[config.mk]
export PLATFORM = sky130hd
export DESIGN_NAME = regbus_xcvr
export DESIGN_NICKNAME = d
export VERILOG_FILES = /design/src/rtl/regbus_pkg.sv /design/src/rtl/xcvr_bus.sv /design/src/rtl/xcvr_capture.sv /design/src/rtl/xcvr_lane.sv /design/src/rtl/regbus_xcvr.sv
export SDC_FILE = /design/constraint.sdc
export NUM_CORES = 1
export LEC_CHECK = 0
export ABC_AREA = 1
export BUFFER_PORTS_ARGS = -buffer_cell sky130_fd_sc_hd__buf_2
export CELL_PAD_IN_SITES_DETAIL_PLACEMENT = 1
export CELL_PAD_IN_SITES_GLOBAL_PLACEMENT = 2
export CORE_MARGIN = 5
export CORE_UTILIZATION = 33
export CTS_BUF_LIST = sky130_fd_sc_hd__clkbuf_4 sky130_fd_sc_hd__clkbuf_8 sky130_fd_sc_hd__clkbuf_16
export DETAILED_ROUTE_END_ITERATION = 6
export PLACE_DENSITY_LB_ADDON = 0.1
export SETUP_SLACK_MARGIN = 0.3
export SYNTH_ARGS = -nofsm -noshare
export SYNTH_HDL_FRONTEND = slang
export SYNTH_SLANG_ARGS = --single-unit
[constraint.sdc]
create_clock -name clk -period 3.1 [get_ports clk]
set_clock_uncertainty 0.1 [all_clocks]
set_input_delay 0.62 -clock clk [delete_from_list [all_inputs] [get_ports clk]]
set_output_delay 0.62 -clock clk [all_outputs]
set_load 0.03 [all_outputs]
[src/rtl/regbus_pkg.sv]
package regbus_pkg;
  typedef enum logic {
    SRC_LIVE   = 1'b0,
    SRC_STORED = 1'b1
  } src_sel_e;
endpackage

[src/rtl/xcvr_bus.sv]
module xcvr_bus #(
  parameter int W = 8
) (
  input  logic         clk,
  input  logic         rst_n,
  input  logic         ext_en,
  input  logic [W-1:0] ext_val,
  input  logic [W-1:0] own_oe,
  input  logic [W-1:0] own_val,
  output logic [W-1:0] bus_val
);
  logic [W-1:0] held_q;
  logic         own_drv;

  assign own_drv = |own_oe;

  // priority: outside driver, then own driver, then held value
  always_comb begin
    if (ext_en)       bus_val = ext_val;
    else if (own_drv) bus_val = own_val;
    else              bus_val = held_q;
  end

  always_ff @(posedge clk or negedge rst_n) begin
    if (!rst_n)                 held_q <= '0;
    else if (ext_en || own_drv) held_q <= bus_val;
  end
endmodule

[src/rtl/xcvr_capture.sv]
module xcvr_capture #(
  parameter int W = 8
) (
  input  logic         clk,
  input  logic         rst_n,
  input  logic         strobe,
  input  logic [W-1:0] d,
  output logic [W-1:0] q
);
  logic strobe_q;
  logic rise;

  assign rise = strobe && !strobe_q;

  always_ff @(posedge clk or negedge rst_n) begin
    if (!rst_n) begin
      strobe_q <= 1'b0;
      q        <= '0;
    end else begin
      strobe_q <= strobe;
      if (rise) q <= d;
    end
  end
endmodule

[src/rtl/xcvr_lane.sv]
module xcvr_lane
  import regbus_pkg::*;
#(
  parameter int W = 8
) (
  input  logic         clk,
  input  logic         rst_n,
  input  logic [W-1:0] live,
  input  logic [W-1:0] stored,
  input  logic         sel,
  input  logic         en,
  output logic [W-1:0] out_val,
  output logic [W-1:0] oe
);
  src_sel_e     src;
  logic [W-1:0] pick;

  assign src  = src_sel_e'(sel);
  assign pick = (src == SRC_STORED) ? stored : live;

  // registered so a select change moves in one step
  always_ff @(posedge clk or negedge rst_n) begin
    if (!rst_n) begin
      out_val <= '0;
      oe      <= '0;
    end else begin
      out_val <= pick;
      oe      <= {W{en}};
    end
  end
endmodule

[src/rtl/regbus_xcvr.sv]
module regbus_xcvr #(
  parameter int W = 8
) (
  input  logic         clk,
  input  logic         rst_n,
  input  logic [W-1:0] a_in,
  input  logic         a_ext,
  output logic [W-1:0] a_out,
  output logic [W-1:0] a_oe,
  input  logic [W-1:0] b_in,
  input  logic         b_ext,
  output logic [W-1:0] b_out,
  output logic [W-1:0] b_oe,
  input  logic         cap_ab,
  input  logic         cap_ba,
  input  logic         sel_ab,
  input  logic         sel_ba,
  input  logic         en_ab,
  input  logic         en_ba_n
);
  logic [W-1:0] a_bus, b_bus;
  logic [W-1:0] a_store, b_store;
  logic         en_ba;

  assign en_ba = !en_ba_n;

  xcvr_bus #(.W(W)) u_abus (
    .clk(clk), .rst_n(rst_n), .ext_en(a_ext), .ext_val(a_in),
    .own_oe(a_oe), .own_val(a_out), .bus_val(a_bus)
  );
  xcvr_bus #(.W(W)) u_bbus (
    .clk(clk), .rst_n(rst_n), .ext_en(b_ext), .ext_val(b_in),
    .own_oe(b_oe), .own_val(b_out), .bus_val(b_bus)
  );

  xcvr_capture #(.W(W)) u_cap_a (
    .clk(clk), .rst_n(rst_n), .strobe(cap_ab), .d(a_bus), .q(a_store)
  );
  xcvr_capture #(.W(W)) u_cap_b (
    .clk(clk), .rst_n(rst_n), .strobe(cap_ba), .d(b_bus), .q(b_store)
  );

  xcvr_lane #(.W(W)) u_ab (
    .clk(clk), .rst_n(rst_n), .live(a_bus), .stored(a_store),
    .sel(sel_ab), .en(en_ab), .out_val(b_out), .oe(b_oe)
  );
  xcvr_lane #(.W(W)) u_ba (
    .clk(clk), .rst_n(rst_n), .live(b_bus), .stored(b_store),
    .sel(sel_ba), .en(en_ba), .out_val(a_out), .oe(a_oe)
  );
endmodule

==> metrics.csv, run 1 <==
stage;metric;value;unit
clock_tree;hold buffers post-CTS;0;
worst_setup_path;crit-path max cell delay;0.74;ns
logic_synthesis;Yosys reg bits;52;
outcome;status;completed;
routing;DRT Pass-1 Iters;4;
cells_and_area;fin util;38.9;%
clock_tree;H-tree levels;2;
power_and_ir_drop;pwr dens;599;nW/um^2
clock_tree;post-cts resize count;0;
worst_setup_path;Startpoint Class;flop;
logic_synthesis;cell count after synthesis;247;
logic_synthesis;Avg Synthesized Cell Area;9.24;sq um
cells_and_area;Syn-to-layout area delta;15.0;%
timing;Slew HR;59.4;%
logic_synthesis;top post-synthesis cells by area;dfrtp_1 (57%), nand2_1 (21%), nand3_2 (7.0%);
cells_and_area;layout cells sized above 1;30.2;%
routing;Routed Antenna Nets;0;
routing;drt wl/cell;15.3;um
logic_synthesis;synthesized area;2280;sq um
worst_setup_path;crit path buf inv count;1;
grt;GRT overflow;0;
die;Die Y;93.2;um
power_and_ir_drop;Leak;0.00149;uW
logic_synthesis;Synth Warn #;0;
logic_synthesis;Post-Syn Nets;273;
worst_setup_path;crit-path max FO;17;
cells_and_area;Final Instance Area;2630;sq um
die;IO Count;58;
worst_setup_path;R2R setup slack;1.71;ns
timing;setup_tns;0;ns
worst_setup_path;WS Path Type;reg -> out;
worst_setup_path;CP max-delay cell;dfrtp_1;
routing;routed wire length;5.67;mm
power_and_ir_drop;maximum VDD drop;0.178;mV
clock_tree;CTS max path bufs;2;
place;Final Wtd Congestion;0.699;
clock_tree;setup bufs post-CTS;0;
timing;achievable frequency;479;MHz
worst_setup_path;worst path cell trace;buf_2;
worst_setup_path;Critical R2R Launch;u_ab.oe[0]$_DFF_PN0_;
clock_tree;clk root buf;clkbuf_8;
die;Starting Density;33.8;%
place;hpwl dp;4.28;mm
logic_synthesis;post-synth cell types;11;
routing;drt via density;4.61;
worst_setup_path;Critical Path Sink Type;output port;
worst_setup_path;FF-to-FF path depth;4;
timing;minimum clock period;2.09;ns
die;die area;8680;sq um
job;total of max-cap violations;0;
logic_synthesis;post-synth top area cell;dfrtp_1;
clock_tree;CTS tree;yes;
worst_setup_path;Worst EP required;2.38;ns
die;die width;93.2;um
logic_synthesis;sequential area share after synthesis;57.0;%
die;core area;6760;sq um
grt;Tot GR Track Use;13.8;%
place;placed instance area;2510;sq um
place;PortBufs;57;
grt;initial antenna violation count;0;
clock_tree;Worst-path clk slew;0.10;ns
clock_tree;clock tree sinks;52;
timing;final period utilization;67.3;%
clock_tree;total CTS buffers;5;
logic_synthesis;top cell type's share of synthesized area;57.0;%
timing;Max Slew Vio Count;0;
cells_and_area;# diodes;0;
min_path;Min-Delay Path Class;in -> async;
grt;first-pass GRT wire length;9.20;mm
timing;RSZ-0062 raised after global routing;no;
die;row cnt;30;
timing;slew at the pin closest to its max-slew limit;0.609;ns
worst_setup_path;Largest delay share family, worst path;flip-flops;
worst_setup_path;worst path arrival time;1.37;ns
worst_setup_path;worst r2r dst;u_ba.out_val[7]$_DFF_PN0_;
routing;vias;1709;
timing;Final Hold Vio Count;0;
grt;largest net degree at the start of global routing;53;
clock_tree;Skew-Pair Late Insertion Delay;0.31;ns
routing;initial DRC count;17;
timing;Setup Viol. Count Final;0;
routing;DR DRC count;0;
grt;vias in the first global route;1792;
cells_and_area;fin nets;316;
## how the worst max path moves through the flow
| stage | start | end | slack (ns) | cells after the start |
|---|---|---|---|---|
| after CTS | u_ba.oe[0]$_DFF_PN0_ | a_oe[6] | 0.98 | 1 |
| after global placement | u_ba.oe[0]$_DFF_PN0_ | a_oe[6] | 1.36 | 1 |
| after detailed placement | u_ab.oe[0]$_DFF_PN0_ | b_oe[5] | 1.34 | 1 |
| after global routing | u_ab.oe[0]$_DFF_PN0_ | b_oe[2] | 0.89 | 1 |
| after floorplan | u_ba.oe[0]$_DFF_PN0_ | a_oe[0] | 1.74 | 1 |
| final | u_ab.oe[0]$_DFF_PN0_ | b_oe[1] | 1.01 | 1 |
## cell type report
class / instances / area, sq um
sequential: 52 / 1300
fill: 815 / 4130
multi-input combinational: 164 / 773
inverter: 9 / 33.8
clock buffer: 5 / 68.8
clock inverter: 3 / 42.5
timing repair buffer: 58 / 305
tap: 80 / 100
## cell usage in the layout (no fill, tap or decap)
| master | instances |
|---|---|
| nor2_2 | 2 |
| nand3_1 | 16 |
| clkbuf_8 | 5 |
| inv_1 | 7 |
| clkinv_2 | 1 |
| nor2_8 | 2 |
| nand3_2 | 16 |
| dfrtp_1 | 52 |
| buf_2 | 57 |
| inv_2 | 2 |
| bufinv_16 | 1 |
| nand2_1 | 128 |
| buf_12 | 1 |
| clkinvlp_4 | 1 |
## kinds of logic (layout without fill, tap and decap cells)
kind of cell           Yosys count  after routing  share of synthesized area (%)
AND/OR/NAND/NOR                164            164                           33.9
flip-flops                      52             52                           57.0
buffers and inverters           31             75                           9.15
## power breakdown
| part | internal, uW | switching, uW | total, uW |
|---|---|---|---|
| clock network | 239 | 230 | 470 |
| logic | 87.9 | 204 | 292 |
| registers | 760 | 49.9 | 810 |
## metrics by stage
stage	total power (uW)	worst slack, ns	instances	hold slack, ns
finish	1570	1.01	371	0.171
global route	1660	0.887	371	0.199
CTS	1600	0.983	371	0.187
detailed placement	1130	1.34	363	0.365
global placement	1120	1.36	363	0.365
floorplan	1020	1.74	247	0.224
## cells in the mapped netlist
library cell  instances
buf_2                 2
buf_4                16
buf_6                 4
dfrtp_1              52
inv_1                 7
inv_2                 2
nand2_1             128
nand3_1              16
nand3_2              16
nor2_2                2
nor2_8                2
## state kept, by name, summed over array words and instances (netlist names)
| name | flops |
|---|---|
| u_ab.oe | 1 |
| u_ab.out_val | 8 |
| u_abus.held_q | 8 |
| u_ba.oe | 1 |
| u_ba.out_val | 8 |
| u_bbus.held_q | 8 |
| u_cap_a.q | 8 |
| u_cap_a.strobe_q | 1 |
| u_cap_b.q | 8 |
| u_cap_b.strobe_q | 1 |
## per-layer routing
metal / part of all wire [%] / global-route usage, % / up-vias
li1: - / - / 836
met4: 1.0 / 3.66 / 0
met1: 48 / 18.2 / 818
met5: 0 / 0 / -
met2: 45 / 22.4 / 49
met3: 6.3 / 3.62 / 6
(Power assumes the default switching activity.)
==> run 2, diff against run 1 <==
- CORE_UTILIZATION: 33 -> 31
- clock period: 3.1 -> 2.2 ns (I/O delays scaled with it)
==> run 2 against run 1 <==
Effect of this change:
- the flow now finishes with violations (hold timing)
- first-iteration DRC count is 35% higher
- clock power is 41% higher
- sequential share of layout area is 0.67 points lower
- die area is 5.7% higher
- sequential cell count stayed put
- cell area is 1.6% higher
- via count is 1.4% lower
- utilization is 1.9 points lower
- count of clock-buffer cells in the layout is 1 higher
- worst hold slack worse by 0.17 ns
- routed wire length is 1.1% higher
- critical path type unchanged
- critical endpoint unchanged
- largest cell class unchanged
==> metrics.csv, run 2 (synthesis gave the netlist of run 1 again) <==
stage;metric;value;unit;change
outcome;status;finished with violations;;was completed
outcome;failing checks;hold timing;;
grt;largest net degree at the start of global routing;53;;unchanged
place;dpl cells;384;;was 363
power_and_ir_drop;Leak;0.00151;uW;was 0.00149 uW
clock_tree;CTS tree;yes;;unchanged
die;IO Count;58;;unchanged
grt;first-pass GRT wire length;9.36;mm;was 9.20 mm
worst_setup_path;worst path cell trace;buf_2;;unchanged
cells_and_area;# diodes;0;;unchanged
timing;Final Hold Vio Count;3;;was 0
power_and_ir_drop;combinational group share of total power;18.7;%;was 18.6%
cells_and_area;fin nets;318;;was 316
worst_setup_path;Largest delay share family, worst path;flip-flops;;unchanged
cells_and_area;layout cells sized above 1;31.4;%;was 30.2%
timing;minimum clock period;1.71;ns;
cells_and_area;most frequent cells in the layout;nand2_1 (128), buf_2 (57), dfrtp_1 (50);;was nand2_1 (128), buf_2 (57), dfrtp_1 (52)
routing;Routed Antenna Nets;0;;unchanged
timing;setup_tns;0;ns;unchanged
power_and_ir_drop;Sequential Power Share;51.5;%;about the same
die;Die Y;95.8;um;was 93.2 um
worst_setup_path;Critical Path Sink Type;output port;;unchanged
routing;drt via density;4.30;;was 4.61
clock_tree;hold buffers post-CTS;0;;unchanged
grt;GRT overflow;0;;unchanged
clock_tree;setup bufs post-CTS;0;;unchanged
grt;vias in the first global route;1804;;was 1792
die;die width;95.8;um;was 93.2 um
power_and_ir_drop;Pint;1550;uW;was 1090 uW
clock_tree;Worst-path clk slew;0.09;ns;was 0.10 ns
clock_tree;clock tree sinks;52;;unchanged
routing;drt wl/cell;14.6;um;was 15.3 um
cells_and_area;Final Instance Area;2670;sq um;was 2630 sq um
power_and_ir_drop;maximum VDD drop;0.297;mV;was 0.178 mV
worst_setup_path;crit-path max cell delay;0.59;ns;was 0.74 ns
timing;Max Slew Vio Count;0;;unchanged
timing;final period utilization;77.6;%;
power_and_ir_drop;clock network power share;29.8;%;was 29.9%
cells_and_area;Syn-to-layout area delta;16.8;%;was 15.0%
die;die area;9180;sq um;was 8680 sq um
timing;slew at the pin closest to its max-slew limit;0.353;ns;was 0.609 ns
worst_setup_path;CP max-delay cell;dfrtp_2;;was dfrtp_1
worst_setup_path;WS Path Type;reg -> out;;unchanged
worst_setup_path;Startpoint Class;flop;;unchanged
die;core area;7210;sq um;was 6760 sq um
worst_setup_path;crit-path max FO;17;;unchanged
die;Starting Density;31.7;%;was 33.8%
timing;achievable frequency;586;MHz;
place;PortBufs;57;;unchanged
clock_tree;total CTS buffers;5;;unchanged
clock_tree;CTS max path bufs;2;;unchanged
routing;DR DRC count;0;;unchanged
min_path;Min-Delay Path Class;in -> async;;unchanged
place;hpwl dp;4.28;mm;about the same
clock_tree;Skew-Pair Late Insertion Delay;0.30;ns;was 0.31 ns
job;total of max-cap violations;0;;unchanged
place;DP Worst Slack;0.599;ns;was 1.34 ns
die;row cnt;31;;was 30
routing;DRT Pass-1 Iters;3;;was 4
grt;Tot GR Track Use;13.7;%;was 13.8%
timing;Hold WS;-0.00326;ns;was 0.171 ns
clock_tree;H-tree levels;2;;unchanged
cells_and_area;commonest non-fill, non-tap cell in the layout;nand2_1;;unchanged
timing;Slew HR;76.4;%;was 59.4%
power_and_ir_drop;pwr dens;831;nW/um^2;was 599 nW/um^2
cells_and_area;post-route insts no fill;392;;was 371
clock_tree;clk root buf;clkbuf_8;;unchanged
worst_setup_path;crit path buf inv count;1;;unchanged
timing;PnR worst setup slack;0.493;ns;was 1.01 ns
timing;Setup Viol. Count Final;0;;unchanged
worst_setup_path;worst path arrival time;1.17;ns;was 1.37 ns
grt;initial antenna violation count;0;;unchanged
timing;RSZ-0062 raised after global routing;no;;unchanged
routing;initial DRC count;23;;was 17
place;placed instance area;2550;sq um;was 2510 sq um
worst_setup_path;Worst EP required;1.66;ns;was 2.38 ns
power_and_ir_drop;switching pwr;669;uW;was 485 uW
power_and_ir_drop;Net Sw Frac;30.2;%;was 30.8%
routing;vias;1685;;was 1709
place;Final Wtd Congestion;0.719;;was 0.699
routing;routed wire length;5.73;mm;was 5.67 mm
## run 2: timing repair
item / in CTS / in global routing
setup endpoints to repair: 16 / 0
endpoints found under the hold margin: 0 / 0
resized for setup: 2 / 0
## run 2: path summary, 6_finish.rpt
path,from,to,slack (ns),depth (start not counted)
worst max-delay path,u_ab.oe[0]$_DFF_PN0_,b_oe[1],0.49,1
worst min register to register,u_cap_a.q[5]$_DFFE_PN0P_,u_ab.out_val[5]$_DFF_PN0_,0.39,2
worst min-delay path,rst_n,u_cap_a.strobe_q$_DFF_PN0_,-0.003,2
min in group clk,en_ab,u_ab.oe[0]$_DFF_PN0_,0.14,1
max in group asynchronous,rst_n,u_ba.oe[0]$_DFF_PN0_,1.72,2
worst max register to register,u_ab.oe[0]$_DFF_PN0_,u_ba.out_val[6]$_DFF_PN0_,0.95,5
## run 2: power by group through the flow
| stage | Sequential, uW | Combinational (uW) | Clock, uW |
|---|---|---|---|
| floorplan | 1220 | 224 | 0 |
| global placement | 1160 | 418 | 0 |
| detailed placement | 1160 | 426 | 0 |
| CTS | 1150 | 428 | 688 |
| global route | 1160 | 466 | 727 |
| finish | 1140 | 414 | 662 |
## run 2: through the flow
stage | util, % | power [uW]
2_1_floorplan | - | 1440
3_3_place_gp | 35.4 | 1580
5_1_grt | 37.0 | 2350
6_report | 37.0 | 2220
3_5_place_dp | 35.4 | 1590
4_1_cts | 37.0 | 2260
## run 2: final cells by class
type	count	area, sq um
Clock inverter	2	35.0
Fill cell	907	4550
Tap cell	99	124
Multi-Input combinational cell	164	773
Clock buffer	6	76.3
Inverter	9	33.8
Sequential cell	52	1300
Timing Repair Buffer	60	320
## run 2: routing by layer
layer,vias to the layer above,global-route usage (%),routed length [um]
met2,49,21.4,2470
met1,789,18.7,2810
met5,-,0,0
met4,0,3.91,65
li1,841,-,-
met3,6,3.52,386
